===== src/rtl/nrzi_tx_pkg.sv =====
package nrzi_tx_pkg;

  typedef enum logic [1:0] {
    ST_IDLE = 2'd0,
    ST_SEND = 2'd1,
    ST_EOP  = 2'd2,
    ST_JEND = 2'd3
  } tx_state_e;

  // What the line does in the current bit time
  typedef enum logic [1:0] {
    EM_HOLD = 2'd0,
    EM_BIT  = 2'd1,
    EM_SE0  = 2'd2,
    EM_J    = 2'd3
  } emit_e;

  // Line level after sending bit b from level cur
  function automatic logic nrzi_level(input logic cur, input logic b);
    return b ? cur : ~cur;
  endfunction

  // Consecutive-ones count after sending bit b
  function automatic int unsigned run_next(input int unsigned cnt, input logic b);
    return b ? cnt + 1 : 0;
  endfunction

endpackage


===== src/rtl/nrzi_tx_runlen.sv =====
module nrzi_tx_runlen
  import nrzi_tx_pkg::*;
#(
  parameter int RUN_MAX = 6
) (
  input  logic  clk,
  input  logic  rst_n,
  input  logic  bit_en,
  input  emit_e emit_kind,
  input  logic  emit_bit,
  output logic  stuff_due
);
  localparam int RW = $clog2(RUN_MAX + 1);

  logic [RW-1:0] ones_q;

  always_ff @(posedge clk or negedge rst_n) begin
    if (!rst_n) begin
      ones_q <= '0;
    end else if (bit_en) begin
      if (emit_kind == EM_BIT) begin
        ones_q <= RW'(run_next(int'(ones_q), emit_bit));
      end else begin
        ones_q <= '0;
      end
    end
  end

  assign stuff_due = (ones_q == RW'(RUN_MAX));

endmodule


===== src/rtl/nrzi_tx_line.sv =====
module nrzi_tx_line
  import nrzi_tx_pkg::*;
(
  input  logic  clk,
  input  logic  rst_n,
  input  logic  bit_en,
  input  emit_e emit_kind,
  input  logic  emit_bit,
  output logic  line_j,
  output logic  line_se0
);

  always_ff @(posedge clk or negedge rst_n) begin
    if (!rst_n) begin
      line_j   <= 1'b1;
      line_se0 <= 1'b0;
    end else if (bit_en) begin
      unique case (emit_kind)
        EM_BIT: begin
          line_j   <= nrzi_level(line_j, emit_bit);
          line_se0 <= 1'b0;
        end
        EM_SE0: begin
          line_j   <= 1'b0;
          line_se0 <= 1'b1;
        end
        EM_J: begin
          line_j   <= 1'b1;
          line_se0 <= 1'b0;
        end
        default: begin
          line_j   <= line_j;
          line_se0 <= line_se0;
        end
      endcase
    end
  end

endmodule


===== src/rtl/nrzi_tx_ctrl.sv =====
module nrzi_tx_ctrl
  import nrzi_tx_pkg::*;
#(
  parameter int BYTE_W       = 8,
  parameter int EOP_SE0_BITS = 2
) (
  input  logic              clk,
  input  logic              rst_n,
  input  logic              bit_en,
  input  logic [BYTE_W-1:0] in_data,
  input  logic              in_valid,
  input  logic              in_last,
  input  logic              stuff_due,
  output logic              in_ready,
  output emit_e             emit_kind,
  output logic              emit_bit,
  output logic              stuff_ev,
  output logic              tx_busy
);
  localparam int CNT_W = (BYTE_W > 1) ? $clog2(BYTE_W) : 1;
  localparam int EW    = $clog2(EOP_SE0_BITS + 1);
  localparam logic [BYTE_W-1:0] SYNC_PAT = {1'b1, {(BYTE_W-1){1'b0}}};

  tx_state_e         state_q;
  logic [BYTE_W-1:0] shreg_q;
  logic [CNT_W-1:0]  bcnt_q;
  logic              final_q;
  logic [EW-1:0]     eop_cnt_q;

  logic byte_end;
  logic send_bit;
  logic byte_take;

  assign byte_end  = (bcnt_q == CNT_W'(BYTE_W - 1));
  assign send_bit  = bit_en && (state_q == ST_SEND) && !stuff_due;
  assign in_ready  = send_bit && byte_end && !final_q;
  assign byte_take = in_ready && in_valid;
  assign stuff_ev  = bit_en && stuff_due && ((state_q == ST_SEND) || (state_q == ST_EOP));
  assign tx_busy   = (state_q == ST_SEND) || (state_q == ST_EOP);

  always_comb begin
    emit_kind = EM_HOLD;
    emit_bit  = 1'b0;
    unique case (state_q)
      ST_SEND: begin
        emit_kind = EM_BIT;
        emit_bit  = stuff_due ? 1'b0 : shreg_q[0];
      end
      ST_EOP: begin
        emit_kind = stuff_due ? EM_BIT : EM_SE0;
      end
      ST_JEND: emit_kind = EM_J;
      default: emit_kind = EM_HOLD;
    endcase
  end

  always_ff @(posedge clk or negedge rst_n) begin
    if (!rst_n) begin
      state_q   <= ST_IDLE;
      shreg_q   <= '0;
      bcnt_q    <= '0;
      final_q   <= 1'b0;
      eop_cnt_q <= '0;
    end else if (bit_en) begin
      unique case (state_q)
        ST_IDLE: begin
          if (in_valid) begin
            state_q <= ST_SEND;
            shreg_q <= SYNC_PAT;
            bcnt_q  <= '0;
            final_q <= 1'b0;
          end
        end
        ST_SEND: begin
          if (!stuff_due) begin
            if (byte_end) begin
              if (byte_take) begin
                shreg_q <= in_data;
                bcnt_q  <= '0;
                final_q <= in_last;
              end else begin
                state_q   <= ST_EOP;
                eop_cnt_q <= '0;
              end
            end else begin
              shreg_q <= shreg_q >> 1;
              bcnt_q  <= bcnt_q + CNT_W'(1);
            end
          end
        end
        ST_EOP: begin
          if (!stuff_due) begin
            if (eop_cnt_q == EW'(EOP_SE0_BITS - 1)) begin
              state_q   <= ST_JEND;
              eop_cnt_q <= '0;
            end else begin
              eop_cnt_q <= eop_cnt_q + EW'(1);
            end
          end
        end
        default: state_q <= ST_IDLE;
      endcase
    end
  end

endmodule


===== src/rtl/nrzi_stuff_tx.sv =====
module nrzi_stuff_tx
  import nrzi_tx_pkg::*;
#(
  parameter int BYTE_W       = 8,
  parameter int RUN_MAX      = 6,
  parameter int EOP_SE0_BITS = 2
) (
  input  logic              clk,
  input  logic              rst_n,
  input  logic              bit_en,
  input  logic [BYTE_W-1:0] in_data,
  input  logic              in_valid,
  input  logic              in_last,
  output logic              in_ready,
  output logic              line_j,
  output logic              line_se0
);

  emit_e emit_kind;
  logic  emit_bit;
  logic  stuff_due;
  logic  stuff_ev;
  logic  tx_busy;

  nrzi_tx_ctrl #(
    .BYTE_W      (BYTE_W),
    .EOP_SE0_BITS(EOP_SE0_BITS)
  ) u_ctrl (
    .clk      (clk),
    .rst_n    (rst_n),
    .bit_en   (bit_en),
    .in_data  (in_data),
    .in_valid (in_valid),
    .in_last  (in_last),
    .stuff_due(stuff_due),
    .in_ready (in_ready),
    .emit_kind(emit_kind),
    .emit_bit (emit_bit),
    .stuff_ev (stuff_ev),
    .tx_busy  (tx_busy)
  );

  nrzi_tx_runlen #(
    .RUN_MAX(RUN_MAX)
  ) u_runlen (
    .clk      (clk),
    .rst_n    (rst_n),
    .bit_en   (bit_en),
    .emit_kind(emit_kind),
    .emit_bit (emit_bit),
    .stuff_due(stuff_due)
  );

  nrzi_tx_line u_line (
    .clk      (clk),
    .rst_n    (rst_n),
    .bit_en   (bit_en),
    .emit_kind(emit_kind),
    .emit_bit (emit_bit),
    .line_j   (line_j),
    .line_se0 (line_se0)
  );

endmodule


===== config.mk =====
export PLATFORM = sky130hd
export DESIGN_NAME = nrzi_stuff_tx
export DESIGN_NICKNAME = d
export VERILOG_FILES = /design/src/rtl/nrzi_tx_pkg.sv /design/src/rtl/nrzi_tx_runlen.sv /design/src/rtl/nrzi_tx_line.sv /design/src/rtl/nrzi_tx_ctrl.sv /design/src/rtl/nrzi_stuff_tx.sv
export SDC_FILE = /design/constraint.sdc
export NUM_CORES = 1
export LEC_CHECK = 0
export BUFFER_PORTS_ARGS = -buffer_cell sky130_fd_sc_hd__buf_2
export CAP_MARGIN = 10
export CORE_UTILIZATION = 61
export DETAILED_ROUTE_END_ITERATION = 6
export PLACE_DENSITY = 0.81
export SLEW_MARGIN = 30
export SYNTH_ARGS = -nofsm -noshare
export SYNTH_HDL_FRONTEND = slang
export SYNTH_HIERARCHICAL = 1
export SYNTH_SLANG_ARGS = --single-unit

===== constraint.sdc =====
create_clock -name clk -period 6.3 [get_ports clk]
set_input_delay 1.26 -clock clk [delete_from_list [all_inputs] [get_ports clk]]
set_output_delay 1.26 -clock clk [all_outputs]
set_load 0.1 [all_outputs]

==> flow_summary.json <==
{
  "layout.cells.most_common": "dfrtp_1",
  "pwr-share-clk": 0.121,
  "antenna_violating_nets_post_route": 0,
  "postCtsSetupBuffers": 0,
  "wire_per_inst_um": 14.8,
  "seq_power_share": 0.381,
  "unrepaired_setup_endpoints_after_global_routing": "no",
  "layout_min_cycle_time_ps": 3510,
  "grt_start_max_net_pins": 22,
  "clk_path_buf_depth": 2,
  "postCtsHoldBufs": 0,
  "detailroute.via_count": 961,
  "max_cap_viol_count": 0,
  "grt_use_total": 0.226,
  "netlist_instances": 122,
  "synthesis.area_per_instance_sq_um": 10.7,
  "worstHoldPathType": "register to register",
  "totalNegativeSetupSlack_ps": 0,
  "drt_drc_violations_left": 0,
  "crit_arrival_ps": 2250,
  "worstMarginPinSlew_ps": 629,
  "viasPerCell": 5.90,
  "combinationalPowerShare": 0.498,
  "cp-end-kind": "primary output",
  "critical-path-slowest-cell": "buf_2",
  "power_leakage_nw": 0.612,
  "layout-drive-gt1-share": 0.213,
  "power.net_switching_mw": 0.230,
  "tritoncts": "built",
  "htree_levels": 1,
  "grt_remaining_overflow": 0,
  "r2r_setup_slack_ps": 4160,
  "critical_path.startpoint": "bit_en",
  "critical-path-max-stage-delay_ps": 430,
  "worst-path-buf-inv": 2,
  "grt_antenna_before_repair": 0,
  "yosysWarnings": 6,
  "cts.repair.resized": 0,
  "worst-setup-path-type": "input pin to primary output",
  "first_pass_grt_wire_length_um": 4060,
  "design.core.area_sq_um": 1980,
  "p_per_area_nw_per_um2": 376,
  "diodes": 0,
  "floorplan.die_area_sq_um": 2340,
  "row_count": 16,
  "numPortBuffers": 15,
  "power_switching_share": 0.434,
  "cts.root.buffer_cell": "clkbuf_4",
  "rr_startpoint": "u_ctrl/bcnt_q[0]",
  "worstSetupStartpointType": "input pin",
  "commonest_cells_after_routing_fill_and_taps_aside": "20 x dfrtp_1, 15 x buf_2, 9 x ha_1, 8 x nand2b_1, 8 x mux2i_1",
  "detailedPlacementHpwl_um": 1770,
  "first_global_vias": 908,
  "cp_top_family": "buffers and inverters",
  "dr.first_iter.drc_count": 24,
  "io_pins": 16,
  "timing.critical_path.cells": "buf_2 > and4b_1 > buf_2",
  "critPathMostFrequentCell": "buf_2",
  "finalWirelength_um": 2420,
  "initial_core_util": 0.661,
  "post_route_clock_skew_ps": 1.94,
  "worst_ep_required_time_ps": 5040,
  "clk_latency_ps": 300,
  "result_of_the_run": "finished, final reports clean",
  "setup_viol_count_final": 0,
  "dieHeight_um": 48.3,
  "drt_pre_antenna_iters": 4,
  "critical_path_peak_fanout": 21,
  "cts_num_sinks": 21,
  "slew_violations": 0,
  "min_period_over_period": 0.557,
  "numCtsBuffers": 3,
  "total_power_mw": 0.529,
  "place_congestion": 0.750,
  "final_hold_viol_count": 0,
  "die_w_um": 48.3,
  "layout-area-overhead-vs-synth_pct": 7.26,
  "vdd.ir_drop.worst_mv": 0.226,
  "synth.net_count": 144,
  "syn-cell-area_sq_um": 1310,
  "intPower_mw": 0.299,
  "finalNetCount": 159,
  "clkTransAtPathRegs_ps": 110,
  "hold_path_startpoint": "u_ctrl/shreg_q[4]",
  "worst_slew_margin_rel": 0.580,
  "maxClockFrequency_mhz": 285
}
## final cells by class
type                            instances  area (sq um)
Clock buffer                            4          26.3
Fill cell                             149           577
Inverter                                7          26.3
Multi-Input combinational cell         89           717
Sequential cell                        21           527
Tap cell                               27          33.8
Timing Repair Buffer                   15          75.1
## metal layers
layer	vias to the layer above	share of wire	GRT usage
met4	0	0.012	0.0735
li1	474	-	-
met5	-	0	0
met2	12	0.52	0.397
met1	471	0.45	0.280
met3	4	0.021	0.0409
## per-stage QoR
| stage | instance area [sq um] | std cells | util | worst slack (ps) | hold slack (ps) |
|---|---|---|---|---|---|
| 3_3_place_gp | 1380 | 159 | 0.696 | 2820 | 471 |
| 2_1_floorplan | 1310 | 122 | - | 2800 | 448 |
| 4_1_cts | 1410 | 163 | 0.709 | 2800 | 508 |
| 5_1_grt | 1410 | 163 | 0.709 | 2710 | 528 |
| 3_5_place_dp | 1380 | 159 | 0.696 | 2800 | 478 |
| 6_report | 1410 | 163 | 0.709 | 2790 | 506 |
## state kept, by name (all words and copies together), names as in the netlist
signal / cells
u_line/line_se0: 1
u_ctrl/shreg_q: 8
u_ctrl/final_q: 1
u_line/line_j: 1
u_runlen/ones_q: 3
u_ctrl/eop_cnt_q: 2
u_ctrl/state_q: 2
u_ctrl/bcnt_q: 3
## final timing paths
kind	cells past startpoint	endpoint
worst max register to register	5	u_ctrl/state_q[1]
worst max-delay path	3	in_ready
min in group asynchronous	1	u_runlen/ones_q[0]
worst min register to register	1	u_ctrl/shreg_q[4]
max in group asynchronous	1	u_line/line_j
worst min-delay path	1	u_ctrl/shreg_q[4]
## power groups by stage
stage | registers (mW) | clock network [mW] | logic (mW)
2_1_floorplan | 0.243 | 0 | 0.178
3_3_place_gp | 0.201 | 0 | 0.254
3_5_place_dp | 0.204 | 0 | 0.262
4_1_cts | 0.201 | 0.0668 | 0.263
5_1_grt | 0.206 | 0.0718 | 0.288
6_report | 0.201 | 0.0642 | 0.263
(Power assumes the default switching activity.)
